## src/rtl/rob_pkg.sv

```systemverilog
package rob_pkg;
  typedef enum logic [1:0] {
    KIND_REG    = 2'd0,
    KIND_STORE  = 2'd1,
    KIND_BRANCH = 2'd2
  } kind_e;

  typedef enum logic [1:0] {
    CAUSE_NONE    = 2'd0,
    CAUSE_EXC     = 2'd1,
    CAUSE_MISPRED = 2'd2
  } cause_e;

  // write strobes from control to the entry storage
  typedef struct packed {
    logic issueWe;
    logic cmplWe;
  } strobe_t;
endpackage

```

## src/rtl/rob_ctrl.sv

```systemverilog
module rob_ctrl
  import rob_pkg::*;
#(
  parameter int DEPTH = 8,
  localparam int IDX_W = $clog2(DEPTH),
  localparam int PTR_W = IDX_W + 1
) (
  input  logic             clk,
  input  logic             rstN,
  input  logic             issueValid,
  input  logic             issueExc,
  input  logic             cmplValid,
  input  logic [IDX_W-1:0] cmplIdx,
  input  logic             headExc,
  input  logic             headMispred,
  input  logic [1:0]       headKind,
  output logic             issueReady,
  output logic [IDX_W-1:0] tailIdx,
  output logic [IDX_W-1:0] headIdx,
  output strobe_t          stb,
  output logic             commitFire,
  output logic             flushNow,
  output logic [1:0]       flushCause
);
  logic [PTR_W-1:0] headPtr, tailPtr;
  logic [DEPTH-1:0] validQ, doneQ, validNext, doneNext;
  logic full, headReady, takeExc, takeMisp, issueFire, cmplHit;

  assign headIdx   = headPtr[IDX_W-1:0];
  assign tailIdx   = tailPtr[IDX_W-1:0];
  assign full      = (headPtr[IDX_W] != tailPtr[IDX_W]) && (headIdx == tailIdx);
  assign headReady = validQ[headIdx] && doneQ[headIdx];
  assign takeExc   = headReady && headExc;
  assign takeMisp  = headReady && !headExc && (headKind == KIND_BRANCH) && headMispred;
  assign flushNow  = takeExc || takeMisp;
  assign commitFire = headReady && !headExc;
  assign issueReady = !full && !flushNow;
  assign issueFire  = issueValid && issueReady;
  assign cmplHit    = cmplValid && validQ[cmplIdx] && !doneQ[cmplIdx] && !flushNow;

  assign stb.issueWe = issueFire;
  assign stb.cmplWe  = cmplHit;

  always_comb begin
    flushCause = CAUSE_NONE;
    if (takeExc)       flushCause = CAUSE_EXC;
    else if (takeMisp) flushCause = CAUSE_MISPRED;
  end

  always_comb begin
    validNext = validQ;
    doneNext  = doneQ;
    if (commitFire) validNext[headIdx] = 1'b0;
    if (issueFire) begin
      validNext[tailIdx] = 1'b1;
      doneNext[tailIdx]  = issueExc;
    end
    if (cmplHit) doneNext[cmplIdx] = 1'b1;
  end

  always_ff @(posedge clk) begin
    if (!rstN || flushNow) begin
      validQ  <= '0;
      doneQ   <= '0;
      headPtr <= '0;
      tailPtr <= '0;
    end else begin
      validQ  <= validNext;
      doneQ   <= doneNext;
      if (commitFire) headPtr <= headPtr + PTR_W'(1);
      if (issueFire)  tailPtr <= tailPtr + PTR_W'(1);
    end
  end
endmodule

```

## src/rtl/rob_data.sv

```systemverilog
module rob_data
  import rob_pkg::*;
#(
  parameter int DEPTH  = 8,
  parameter int REG_W  = 5,
  parameter int DATA_W = 32,
  parameter int ADDR_W = 32,
  localparam int IDX_W = $clog2(DEPTH)
) (
  input  logic              clk,
  input  logic              rstN,
  input  strobe_t           stb,
  input  logic [IDX_W-1:0]  tailIdx,
  input  logic [IDX_W-1:0]  headIdx,
  input  logic [1:0]        issueKind,
  input  logic [REG_W-1:0]  issueDest,
  input  logic              issueExc,
  input  logic [ADDR_W-1:0] issueAddr,
  input  logic [IDX_W-1:0]  cmplIdx,
  input  logic [DATA_W-1:0] cmplValue,
  input  logic              cmplExc,
  input  logic              cmplMispred,
  output logic [1:0]        headKind,
  output logic              headExc,
  output logic              headMispred,
  output logic [REG_W-1:0]  headDest,
  output logic [DATA_W-1:0] headValue,
  output logic [ADDR_W-1:0] headAddr
);
  logic [1:0]        kindArr  [DEPTH];
  logic              excArr   [DEPTH];
  logic              mispArr  [DEPTH];
  logic [REG_W-1:0]  destArr  [DEPTH];
  logic [DATA_W-1:0] valueArr [DEPTH];
  logic [ADDR_W-1:0] addrArr  [DEPTH];

  for (genvar e = 0; e < DEPTH; e++) begin : gSlot
    logic [1:0]        kind;
    logic              exc, misp;
    logic [REG_W-1:0]  dest;
    logic [DATA_W-1:0] value;
    logic [ADDR_W-1:0] addr;
    logic issueHere, cmplHere;

    assign issueHere = stb.issueWe && (tailIdx == IDX_W'(e));
    assign cmplHere  = stb.cmplWe && (cmplIdx == IDX_W'(e));

    always_ff @(posedge clk) begin
      if (!rstN) begin
        kind <= KIND_REG; exc <= 1'b0; misp <= 1'b0;
        dest <= '0; value <= '0; addr <= '0;
      end else if (issueHere) begin
        kind <= issueKind; exc <= issueExc; misp <= 1'b0;
        dest <= issueDest; value <= '0; addr <= issueAddr;
      end else if (cmplHere) begin
        value <= cmplValue; exc <= cmplExc; misp <= cmplMispred;
      end
    end

    assign kindArr[e]  = kind;
    assign excArr[e]   = exc;
    assign mispArr[e]  = misp;
    assign destArr[e]  = dest;
    assign valueArr[e] = value;
    assign addrArr[e]  = addr;
  end

  assign headKind    = kindArr[headIdx];
  assign headExc     = excArr[headIdx];
  assign headMispred = mispArr[headIdx];
  assign headDest    = destArr[headIdx];
  assign headValue   = valueArr[headIdx];
  assign headAddr    = addrArr[headIdx];
endmodule

```

## src/rtl/reorder_buffer.sv

```systemverilog
module reorder_buffer
  import rob_pkg::*;
#(
  parameter int DEPTH  = 8,
  parameter int REG_W  = 5,
  parameter int DATA_W = 32,
  parameter int ADDR_W = 32,
  localparam int IDX_W = $clog2(DEPTH)
) (
  input  logic              clk,
  input  logic              rstN,
  input  logic              issueValid,
  input  logic [1:0]        issueKind,
  input  logic [REG_W-1:0]  issueDest,
  input  logic              issueExc,
  input  logic [ADDR_W-1:0] issueAddr,
  output logic              issueReady,
  output logic [IDX_W-1:0]  issueIdx,
  input  logic              cmplValid,
  input  logic [IDX_W-1:0]  cmplIdx,
  input  logic [DATA_W-1:0] cmplValue,
  input  logic              cmplExc,
  input  logic              cmplMispred,
  output logic              commitValid,
  output logic [REG_W-1:0]  commitDest,
  output logic [DATA_W-1:0] commitValue,
  output logic [ADDR_W-1:0] commitAddr,
  output logic              commitIsStore,
  output logic              commitRegWrite,
  output logic              flushPulse,
  output logic [1:0]        flushCause
);
  strobe_t          stb;
  logic [IDX_W-1:0] headIdx;
  logic [1:0]       headKind;
  logic             headExc, headMispred;

  rob_ctrl #(.DEPTH(DEPTH)) ctrl_i (
    .clk(clk), .rstN(rstN),
    .issueValid(issueValid), .issueExc(issueExc),
    .cmplValid(cmplValid), .cmplIdx(cmplIdx),
    .headExc(headExc), .headMispred(headMispred), .headKind(headKind),
    .issueReady(issueReady), .tailIdx(issueIdx), .headIdx(headIdx),
    .stb(stb), .commitFire(commitValid), .flushNow(flushPulse),
    .flushCause(flushCause)
  );

  rob_data #(.DEPTH(DEPTH), .REG_W(REG_W), .DATA_W(DATA_W), .ADDR_W(ADDR_W)) data_i (
    .clk(clk), .rstN(rstN), .stb(stb),
    .tailIdx(issueIdx), .headIdx(headIdx),
    .issueKind(issueKind), .issueDest(issueDest), .issueExc(issueExc),
    .issueAddr(issueAddr),
    .cmplIdx(cmplIdx), .cmplValue(cmplValue), .cmplExc(cmplExc),
    .cmplMispred(cmplMispred),
    .headKind(headKind), .headExc(headExc), .headMispred(headMispred),
    .headDest(commitDest), .headValue(commitValue), .headAddr(commitAddr)
  );

  assign commitIsStore  = commitValid && (headKind == KIND_STORE);
  assign commitRegWrite = commitValid && (headKind == KIND_REG);
endmodule

```

## config.mk

```make
export PLATFORM = sky130hd
export DESIGN_NAME = reorder_buffer
export DESIGN_NICKNAME = d
export VERILOG_FILES = /design/src/rtl/rob_pkg.sv /design/src/rtl/rob_ctrl.sv /design/src/rtl/rob_data.sv /design/src/rtl/reorder_buffer.sv
export SDC_FILE = /design/constraint.sdc
export NUM_CORES = 1
export LEC_CHECK = 0
export ABC_AREA = 1
export BUFFER_PORTS_ARGS = -buffer_cell sky130_fd_sc_hd__buf_2
export CAP_MARGIN = 20
export CORE_MARGIN = 5
export CORE_UTILIZATION = 50
export CTS_CLUSTER_SIZE = 10
export DETAILED_ROUTE_END_ITERATION = 7
export PLACE_DENSITY = 0.77
export SYNTH_ARGS = -nofsm -noshare
export SYNTH_HDL_FRONTEND = slang
export SYNTH_SLANG_ARGS = --single-unit
```

## constraint.sdc

```tcl
create_clock -name clk -period 3.35 [get_ports clk]
set_input_delay 0.67 -clock clk [delete_from_list [all_inputs] [get_ports clk]]
set_output_delay 0.67 -clock clk [all_outputs]
set_load 0.005 [all_outputs]
```

# Yosys cells after proc, flatten, opt, wreduce, memory -nomap -nowiden
# Cells that the tools add are included.
[word_totals]
regBits = 608
out_inout_bits = 79
elab_cells = 198
[op_classes]
add_sub_neg = 2
order_cmp = 7
eq_ne = 18
muxes = 55
bitwise = 6
n_reduce_logical = 58
[op_table]
columns = ["operator", "count"]
rows = [
  ["binary-select mux 32 bit (select 3 bit)", 2],
  ["2-to-1 mux 32 bit", 4],
  ["logical AND 1 bit", 32],
  ["2-to-1 mux 8 bit", 4],
  ["2-to-1 mux 1 bit", 27],
  ["equality test 3 bit (second input constant)", 8],
  ["binary-select mux 1 bit (select 3 bit)", 6],
  ["OR 8 bit", 2],
  ["nonzero test 2 bit", 8],
  ["OR reduction 2 bit", 8],
  ["binary-select mux 5 bit (select 3 bit)", 1],
  ["equality test 3 x 2 -> 1 bit (second input constant)", 4],
  ["< comparator 3 x 4 -> 1 bit (second input constant)", 3],
  ["2-to-1 mux 5 bit", 2],
  ["demux 1 bit (select 3 bit)", 3],
  [">= comparator 3 x 1 -> 1 bit (second input constant)", 3],
  ["adder 4 x 1 -> 4 bit (second input constant)", 2],
  ["bitwise AND 8 bit", 1],
  ["bitwise mux 8 bit", 1],
  ["2-to-1 mux 2 bit", 4],
  ["inverter 8 bit", 1],
  ["binary-select mux 2 bit (select 3 bit)", 1],
  ["equality test 3 x 1 -> 1 bit (second input constant)", 2],
  ["zero test 3 bit", 2],
  ["10 further kinds", 15],
]

# Longest topological paths before layout
# Gate-level depths: netlist (run 1).
[depth]
depth_word = 15
ltp_mapped = 18
ltp_nobuf = 14

# Cells and area by module
# From an unflattened synthesis (run 1), not the netlist that was laid out.
[unflattened]
cells_unflattened = 4315
hier_area_um2 = 27924.3
[by_module_without_submodules]
columns = ["mod", "instances", "cells_per_inst", "area_per_inst_um2"]
rows = [
  ["rob_data", 1, 4002, 26023.7],
  ["rob_ctrl", 1, 308, 1881.8],
  ["reorder_buffer", 1, 5, 18.8],
]

# Worst setup path before layout (run 1)
# Ideal clock, no wire load.
[synth_timing]
kind = "flip-flop to output port"
startpoint = "register ctrl_i.headPtr[0]"
endpoint = "output flushPulse"
t_arrival_ns = 1.871
slack_ns = 0.809
stages_incl_launch_ff = 13
cell_sequence = "dfxtp_1 buf_4 inv_4 buf_4 o21ai_1 nand2_1 inv_1 nand2_1 o21ai_4 buf_6 buf_4 buf_2 inv_1"
[synth_between]
elab_chain_cells = 9
word_cells_on_any_way = 22
[synth_rtl]
columns = ["element", "line", "text"]
rows = [
  ["from (decl)", "rob_ctrl.sv:25", "logic [PTR_W-1:0] headPtr, tailPtr;"],
  ["from (signal assigned)", "rob_ctrl.sv:70", "if (commitFire) headPtr <= headPtr + PTR_W'(1);"],
  ["inverter 3 -> 4 bit (not written as such)", "rob_data.sv:68, rob_data.sv:69, rob_data.sv:70", ""],
  ["binary-select mux 1 bit (select 3 bit)", "rob_data.sv:69", "assign headExc = excArr[headIdx];"],
  ["2-to-1 mux 1 bit (not written as such) (2 in series)", "rob_data.sv:69", ""],
  ["zero test 1 bit", "rob_ctrl.sv:34", "assign takeMisp = headReady && !headExc && (headKind == KIND_BRANCH) && headMispred;"],
  ["logical AND 1 bit (3 in series)", "rob_ctrl.sv:34", ""],
  ["logical OR 1 bit (*)", "rob_ctrl.sv:35", "assign flushNow = takeExc || takeMisp;"],
  ["to (decl)", "reorder_buffer.sv:30", "output logic flushPulse,"],
]
# Mark *: on every way between the ends. The rest lies on a longest branch, timed or not. The select of a mux whose other input is x is not followed.

# Final worst setup path (run 1)
[layout_timing]
startpoint = "register ctrl_i.headPtr[1]"
endpoint = "output commitValue[6]"
[layout_between]
elab_chain_cells = 4
[layout_rtl]
columns = ["element", "line", "text"]
rows = [
  ["inverter 3 -> 4 bit (not written as such)", "rob_data.sv:72", "assign headValue = valueArr[headIdx];"],
  ["binary-select mux 32 bit (select 3 bit)", "rob_data.sv:72", ""],
  ["2-to-1 mux 32 bit (not written as such) (2 in series)", "rob_data.sv:72", ""],
  ["to (decl)", "reorder_buffer.sv:26", "output logic [DATA_W-1:0] commitValue,"],
]
# Every way passes these cells. The select of a mux whose other input is x is not followed.

==> flow_summary_export.csv, run 1 <==
group,metric,value,unit
setup_path,worstPathMaxFanout,13,
power,seqPwrFrac,47.7,%
drt,num_vias,27100,
worst_hold_path,hold_start,"issueAddr[0]",
global_route,grt_max_degree,136,
sta,finalSetupTns,0,ns
drt,dr.pass1.iters,5,
synth,yosysTopAreaCell,"dfxtp_1",
layout,utilization,55.5,%
synth,synthAdderAreaFrac,0.317,%
placement,hpwl,49000,um
clocking,clk_path_buf_depth,3,
die,num_rows,86,
setup_path,critPathKind,"reg2out",
sta,tightest_slew,1.05,ns
die,core_area,0.0549,mm2
drt,drtIter0Drc,3156,
synth,postSynthCellCount,3960,
sta,finalHoldViolations,0,
layout,fin_area,0.0305,mm2
setup_path,crit_path_top_delay_cell,"o2111ai_1",
setup_path,path_delay_family,"buffers and inverters",
power,p_comb_share,8.7,%
setup_path,cp-end-kind,"primary output",
setup_path,startpoint_type,"flop",
clocking,cts_htree_levels,3,
power,ir_drop,0.000417,V
clocking,cts_tree,"built",
global_route,grt_usage,28.3,%
sta,maxSlewViolCount,0,
synth,synth_simple_gate_area_share,28.5,%
layout,syn_to_final_growth,10.4,%
synth,synth_nets,4048,
power,switchingPower,4020,uW
synth,yosysWarningCount,0,
global_route,grt_pass1_wl,139000,um
setup_path,path_common_cell,"buf_4",
drt,ant_nets,0,
clocking,clock_latency,0.62,ns
layout,multiInputGateArea,0.0133,mm2
die,die-area,0.0600,mm2
power,p_per_area,516,mW/mm2
synth,synth_top_family_by_area,"simple AND/OR/NAND/NOR gates",
synth,syn_area_per_cell,6.97,um2
clocking,cts_root_buf,"clkbuf_16",
worst_hold_path,hold_class,"in2reg",
global_route,antenna_found_initial,8,
placement,gp_congestion,0.861,
outcome,outcome,"complete, no violations",
synth,synthMuxAreaShare,0,%
placement,place_inst,4533,
sta,finClkSkew,0.0225,ns
drt,vias_per_cell,5.85,
setup_path,ff2ff_setup_slack,0.44,ns
layout,fin_cells,4630,
layout,seq_area,0.0122,mm2
power,internal_power,11700,uW
drt,route.detailed.drc,0,
synth,seq_area_frac_synth,44.1,%
sta,fin_crit,3.27,ns
job,drv_cap,0,
clocking,cts_buffers,71,
setup_path,cp_cell_sequence,"inv_2 > nor2_4 > buf_4 > buf_4 > buf_4 > o21ai_0 > o2111ai_1 > buf_2",
worst_hold_path,min_path_cells,3,
power,swShare,25.6,%
synth,ys_top_cells_by_area,"dfxtp_1 44%, nor2_1 15%, o21ai_0 11%, nand2_1 6.0%, nand4_1 5.3%",
global_route,grt_pass1_vias,25000,
layout,n_fill_cell,5310,
synth,syn_area,0.0276,mm2
sta,rsz0062_at_grt,"no",
power,leakage,0.0115,uW
layout,nets,3997,
die,die_y,245,um
sta,period_share,97.5,%
drt,wl,88300,um
setup_path,max_stage_delay,0.42,ns
setup_path,cp.required,2.68,ns
clocking,clock_sinks,608,
setup_path,crit_buf_inv,5,
placement,port_buffers,159,
setup_path,r2r-start,"ctrl_i.headPtr[0]$_SDFFE_PP0N_",
synth,synth-async-reset-ratio,0,%
layout,drive_gt1_share,9.84,%
die,die_w,245,um
synth,synth.distinct_cells,37,
synth,synth_xor_xnor_area_share,0.159,%
synth,yosysTopAreaCellShare,44.1,%
synth,synth_edf_count,0,
worst_hold_path,worstHoldEndpoint,"data_i.gSlot[6].addr[0]$_SDFFE_PN0P_",
clocking,path_clk_slew,0.05,ns
global_route,gr-total-overflow,0,
sta,max_slew_margin,29.9,%
power,power_frac_clock,43.5,%
setup_path,r2r_end,"data_i.gSlot[1].addr[27]$_SDFFE_PN0P_",
synth,synth_compound_area_share,19.1,%
setup_path,r2r_cells,13,
synth,synth_seq_cells,608,
sta,setup_viol,0,
placement,placed_cell_area,0.0284,mm2
setup_path,arrival,2.60,ns
die,ioPinCount,160,
sta,fmax,0.306,GHz
die,start_util,50.3,%
synth,synth_flop_cell,"dfxtp_1",
drt,avgRoutedWirePerCell,19.1,um
-- area by class of cell --
class,instances,share of cell area [%]
inverters,115,1.45
diodes,3,0.0246
flip-flops and latches,608,40.0
clock inverters,7,0.287
well taps,704,2.89
multi-input cells,2862,43.7
repair buffers,251,5.62
clock buffers,80,6.04
-- cell families after synthesis --
| group | count (synthesis) |
|---|---|
| AND/OR/NAND/NOR | 1873 |
| AO/OA/AOI/OAI | 977 |
| flip-flops | 608 |
| buffers and inverters | 490 |
| adder cells (fa/ha/maj) | 7 |
| XOR/XNOR | 5 |
-- power by group through the flow --
stage / sequential [uW] / combinational (uW) / clock, uW
after floorplan: 7640 / 885 / 0
after global placement: 7660 / 1320 / 0
after detailed placement: 7660 / 1340 / 0
after CTS: 7510 / 1350 / 6910
after global routing: 7520 / 1510 / 7220
final: 7510 / 1370 / 6850
-- how the worst max path moves through the flow --
stage	startpoint	cells after the start	to	slack, ns
after floorplan	ctrl_i.headPtr[0]$_SDFFE_PP0N_	12	flushPulse	0.81
after global placement	ctrl_i.headPtr[1]$_SDFFE_PP0N_	12	commitRegWrite	0.27
after detailed placement	ctrl_i.headPtr[1]$_SDFFE_PP0N_	13	data_i.gSlot[6].value[15]$_SDFFE_PP0P_	0.25
after CTS	ctrl_i.headPtr[0]$_SDFFE_PP0N_	5	commitValue[20]	0.04
after global routing	ctrl_i.headPtr[0]$_SDFFE_PP0N_	11	flushPulse	0.004
final	ctrl_i.headPtr[1]$_SDFFE_PP0N_	8	commitValue[6]	0.08
-- worst register-to-register path, stage by stage (launching register included) --
cell	delay, ns
dfxtp_4	0.42
buf_6	0.19
nor2_1	0.10
nor2_1	0.05
o21ai_1	0.07
nand2_1	0.06
nor2_1	0.22
nor2_2	0.11
o21ai_4	0.20
buf_4	0.17
nand4_2	0.16
inv_2	0.84
nor2_1	0.11
nor2_1	0.14
-- cell usage after synthesis (2+ instances only) --
library cell,number
clkbuf_2,24
inv_2,12
buf_1,24
ha_1,7
nand3_4,3
nand3_2,5
nand3_1,44
o2111ai_1,68
nand4_1,236
clkinv_1,2
buf_6,13
o211ai_1,38
nor2_1,1121
nand4_2,7
nor2_2,3
nor3_1,9
buf_2,88
xnor2_1,3
o21ai_0,590
xor2_1,2
nor2_4,2
clkbuf_1,200
nand2_1,440
a21oi_1,250
o21ai_1,26
inv_1,100
dfxtp_1,608
buf_4,26
-- placed cells by master (no fill, tap or decap), drive strengths merged --
cell / n
and2: 1
diode: 3
nor3: 9
xor2: 2
xnor2: 3
nor2: 1126
nand3: 52
or2: 1
dfxtp: 608
o2111ai: 68
o21ai: 617
a211oi: 1
buf: 250
a221oi: 1
clkbuf: 81
a21oi: 250
ha: 7
nand2: 440
a31oi: 1
clkinv: 4
nand4: 244
inv: 118
o211ai: 38
o21a: 1
-- what timing repair did --
item                       CTS  global route
hold buffers                 0             0
buffers inserted             5             2
setup endpoints to repair   62            30
pin swaps                    2             0
gates resized for setup      9            15
-- metal layers --
metal | wire length, um | part of all wire, % | vias to the layer above | track usage, %
li1 | - | - | 13100 | -
met1 | 35900 | 41 | 12500 | 36.4
met2 | 41600 | 47 | 1199 | 47.5
met3 | 7660 | 8.7 | 242 | 5.24
met4 | 3060 | 3.5 | 12 | 10.5
met5 | 84 | 0.095 | - | 0
-- metrics by stage --
step	power (uW)	setup slack, ns	hold WS [ns]
global route	16300	0.00447	0.410
finish	15700	0.0840	0.407
CTS	15800	0.0444	0.379
floorplan	8520	0.809	0.440
detailed placement	9000	0.254	0.451
global placement	8980	0.270	0.447
-- state kept, by name, summed over array words and instances (netlist names), 8 cells and up --
| register | cells |
|---|---|
| data_i.gSlot.dest | 40 |
| data_i.gSlot.value | 256 |
| data_i.gSlot.misp | 8 |
| data_i.gSlot.addr | 256 |
| data_i.gSlot.kind | 16 |
| data_i.gSlot.exc | 8 |
| ctrl_i.validQ | 8 |
| ctrl_i.doneQ | 8 |
Power figures use the tool's default switching activity.
==> run 2, diff against run 1 <==
--- a/config.mk
+++ b/config.mk
@@ -5,7 +5,6 @@
 export SDC_FILE = /design/constraint.sdc
 export NUM_CORES = 1
 export LEC_CHECK = 0
-export ABC_AREA = 1
 export BUFFER_PORTS_ARGS = -buffer_cell sky130_fd_sc_hd__buf_2
 export CAP_MARGIN = 20
 export CORE_MARGIN = 5
==> constraint.sdc (replaced) <==
create_clock -name clk -period 3.35 [get_ports clk]
set_input_delay 0.67 -clock clk [delete_from_list [all_inputs] [get_ports clk]]
set_output_delay 0.67 -clock clk [all_outputs]
set_load 0.1 [all_outputs]
==> run 2 against run 1 <==
Clock skew shrank 0.0016 ns. Critical path depth grew 1. Critical path type unchanged. Non-clock buffer count grew 53. Clock-buffer cell count grew 6. Combinational power grew 28%. Wire length grew 7.9%. Largest power group unchanged. Highest routed layer unchanged. Sequential share of layout area shrank 2.9 points. Setup slack lost 0.073 ns. Synthesized area grew 4.0%. Sequential cell count is the same. First-iteration DRC count grew 13%. Global-route usage grew 0.75 points. Largest cell class unchanged.
==> flow_summary_export.csv, run 2 <==
group,metric,value,unit
outcome,outcome,"complete, no violations",
sta,period_share,99.7,%
setup_path,cp.required,2.68,ns
synth,yosysMostFrequentCell,"dfxtp_1",
placement,place_inst,3838,
sta,fin_crit,3.34,ns
setup_path,critPathKind,"reg2out",
job,drv_cap,0,
setup_path,crit_buf_inv,4,
drt,route.detailed.drc,0,
power,p_per_area,493,mW/mm2
drt,avgRoutedWirePerCell,24.0,um
synth,yosysWarningCount,0,
synth,yosysTopAreaCellShare,42.4,%
layout,final_common_cell,"dfxtp_1",
placement,hpwl,51200,um
power,internal_power,11800,uW
power,seqPwrFrac,45.7,%
setup_path,cp-end-kind,"primary output",
placement,port_buffers,159,
setup_path,crit_path_top_delay_cell,"dfxtp_4",
sta,setup_viol,0,
worst_hold_path,hold_start,"cmplValue[0]",
clocking,cts_buffers,72,
setup_path,startpoint_type,"flop",
clocking,cts_htree_levels,3,
drt,num_vias,27200,
layout,fin_area,0.0328,mm2
placement,gp_congestion,0.873,
layout,top_regs,"data_i.gSlot.addr (256), data_i.gSlot.value (256), data_i.gSlot.dest (40)",
sta,tightest_slew,1.13,ns
placement,placed_cell_area,0.0303,mm2
power,swShare,27.2,%
drt,vias_per_cell,6.86,
synth,yosysTopAreaCell,"dfxtp_1",
die,ioPinCount,160,
setup_path,path_common_cell,"buf_12",
power,power_frac_clock,43.4,%
sta,maxSlewViolCount,0,
setup_path,cp-startpoint,"ctrl_i.headPtr[0]$_SDFFE_PP0N_",
global_route,grt_pass1_vias,26400,
synth,synth_nets,3345,
layout,nets,3265,
sta,final.setup.worst_slack,0.0112,ns
layout,final_cell_mix,"605 x dfxtp_1, 585 x a21oi_1, 509 x nand3_1, 497 x o21ai_0, 146 x mux4_2",
die,die-area,0.0623,mm2
drt,drtIter0Drc,3577,
sta,fmax,0.300,GHz
global_route,antenna_found_initial,21,
synth,synth_seq_cells,608,
sta,max_slew_margin,24.8,%
drt,dr.pass1.iters,7,
layout,fin_cells,3967,
synth,synth_edf_count,0,
synth,syn_area,0.0287,mm2
layout,syn_to_final_growth,14.3,%
synth,synth.distinct_cells,52,
clocking,cts_root_buf,"clkbuf_16",
power,leakage,0.0103,uW
setup_path,path_delay_family,"simple AND/OR/NAND/NOR gates",
placement,dp_slack,0.249,ns
sta,rsz0062_at_grt,"yes",
setup_path,r2r-start,"ctrl_i.headPtr[2]$_SDFFE_PP0N_",
synth,synth_common_cells,"608 x dfxtp_1, 585 x a21oi_1, 510 x nand3_1",
global_route,grt_usage,29.0,%
sta,finalHoldViolations,0,
drt,ant_nets,0,
clocking,clock_sinks,608,
die,core_area,0.0566,mm2
power,ir_drop,0.000426,V
synth,synth_flop_cell,"dfxtp_1",
synth,ys_top_cells_by_area,"dfxtp_1 42%, mux4_2 11%, a21oi_1 10%, nand3_1 8.9%, o21ai_0 8.7%",
setup_path,cp_cell_sequence,"buf_12 > buf_16 > nor2b_2 > o211ai_1 > and4_4 > buf_4 > nand2_4 > nor2_4 > buf_12",
clocking,clk_path_buf_depth,3,
power,p_comb_share,10.8,%
power,switchingPower,4410,uW
worst_hold_path,hold_class,"in2reg",
sta,finClkSkew,0.0210,ns
setup_path,worstPathMaxFanout,12,
clocking,clock_latency,0.62,ns
synth,postSynthCellCount,3257,
synth,seq_area_frac_synth,42.4,%
die,die_y,250,um
die,num_rows,87,
clocking,holdBufCountCts,0,
global_route,grt_pass1_wl,150000,um
clocking,cts_tree,"built",
global_route,gr-total-overflow,0,
setup_path,max_stage_delay,0.39,ns
die,die_w,250,um
synth,synth-async-reset-ratio,0,%
clocking,path_clk_slew,0.06,ns
setup_path,arrival,2.67,ns
layout,drive_gt1_share,20.7,%
drt,wl,95200,um
die,start_util,50.7,%
global_route,grt_max_degree,121,
synth,syn_area_per_cell,8.82,um2
[run 2: cell count changes after synthesis, moves of 64 or more]
cell       previous run  this run
o2111ai_1            68         4
nand4_1             236        89
nand3_1              44       510
clkbuf_1            200       299
o31ai_1               0        88
mux4_2                0       146
nor2_1             1121         9
nand2_1             440        38
a21oi_1             250       585
o21ai_0             590       498
inv_1               100        10
mux2_2                0        70
[run 2: worst min-delay path: cells and delay by family]
kind / cells / cell delay, ns
AOI/OAI and AO/OA: 1 / 0.05
buffers and inverters: 1 / 0.15
and+or+nand+nor: 1 / 0.08
[run 2: final cells by class]
type,instances,area (um2)
timing repair buffer,304,2690
clock buffer,86,1930
fill,4788,23800
tap,756,946
antenna,15,37.5
inverter,14,65.1
sequential,608,12200
clock inverter,7,90.1
multi-input combinational,2177,14900
[run 2: cells by family (layout without fill, tap and decap cells)]
| logic type | after synthesis | in the layout | share of synthesized area, % |
|---|---|---|---|
| AO/OA/AOI/OAI | 1247 | 1247 | 23.2 |
| adder cells (fa/ha/maj) | 7 | 7 | 0.305 |
| buffers and inverters | 472 | 411 | 6.87 |
| AND/OR/NAND/NOR | 696 | 696 | 12.6 |
| multiplexers | 221 | 221 | 14.4 |
| other | 0 | 15 | 0 |
| flip-flops | 608 | 608 | 42.4 |
| XOR/XNOR | 6 | 6 | 0.183 |
[run 2: what timing repair did]
item | 4_1_cts | 5_1_grt
resized for setup | 29 | 49
setup buffers | 13 | 5
pin swaps | 1 | 4
gates cloned | 2 | 1
setup endpoints to repair | 61 | 61
[run 2: power groups by stage]
stage / clock network, uW / registers [uW] / logic, uW
2_1_floorplan: 0 / 7540 / 1150
3_3_place_gp: 0 / 7550 / 1670
3_5_place_dp: 0 / 7560 / 1680
4_1_cts: 7060 / 7400 / 1700
5_1_grt: 7350 / 7410 / 1830
6_report: 7040 / 7400 / 1760
[run 2: path summary, 6_finish.rpt]
path,endpoint,slack [ns],cells past startpoint
worst max-delay path,flushCause[0],0.01,9
worst min register to register,data_i.gSlot[7].addr[9]$_SDFFE_PN0P_,0.47,2
worst max register to register,data_i.gSlot[6].addr[10]$_SDFFE_PN0P_,0.18,8
worst min-delay path,data_i.gSlot[2].value[0]$_SDFFE_PP0P_,0.38,3
[run 2: layer usage]
metal / track usage [%] / wire length (um) / up-vias
met5: 0 / 108 / -
met4: 12.3 / 4020 / 16
met3: 7.05 / 11200 / 331
met2: 46.4 / 44500 / 1752
li1: - / - / 12000
met1: 37.7 / 35400 / 13200
[run 2: through the flow]
step | total power (uW) | setup TNS (ns) | utilization [%] | hold WS [ns]
after global placement | 9220 | 0 | 53.5 | 0.453
after global routing | 16600 | -0.00914 | 58.0 | 0.380
after CTS | 16200 | -0.00570 | 57.6 | 0.352
final | 16200 | 0 | 58.0 | 0.381
after floorplan | 8690 | -0.0840 | - | 0.445
after detailed placement | 9240 | 0 | 53.5 | 0.458
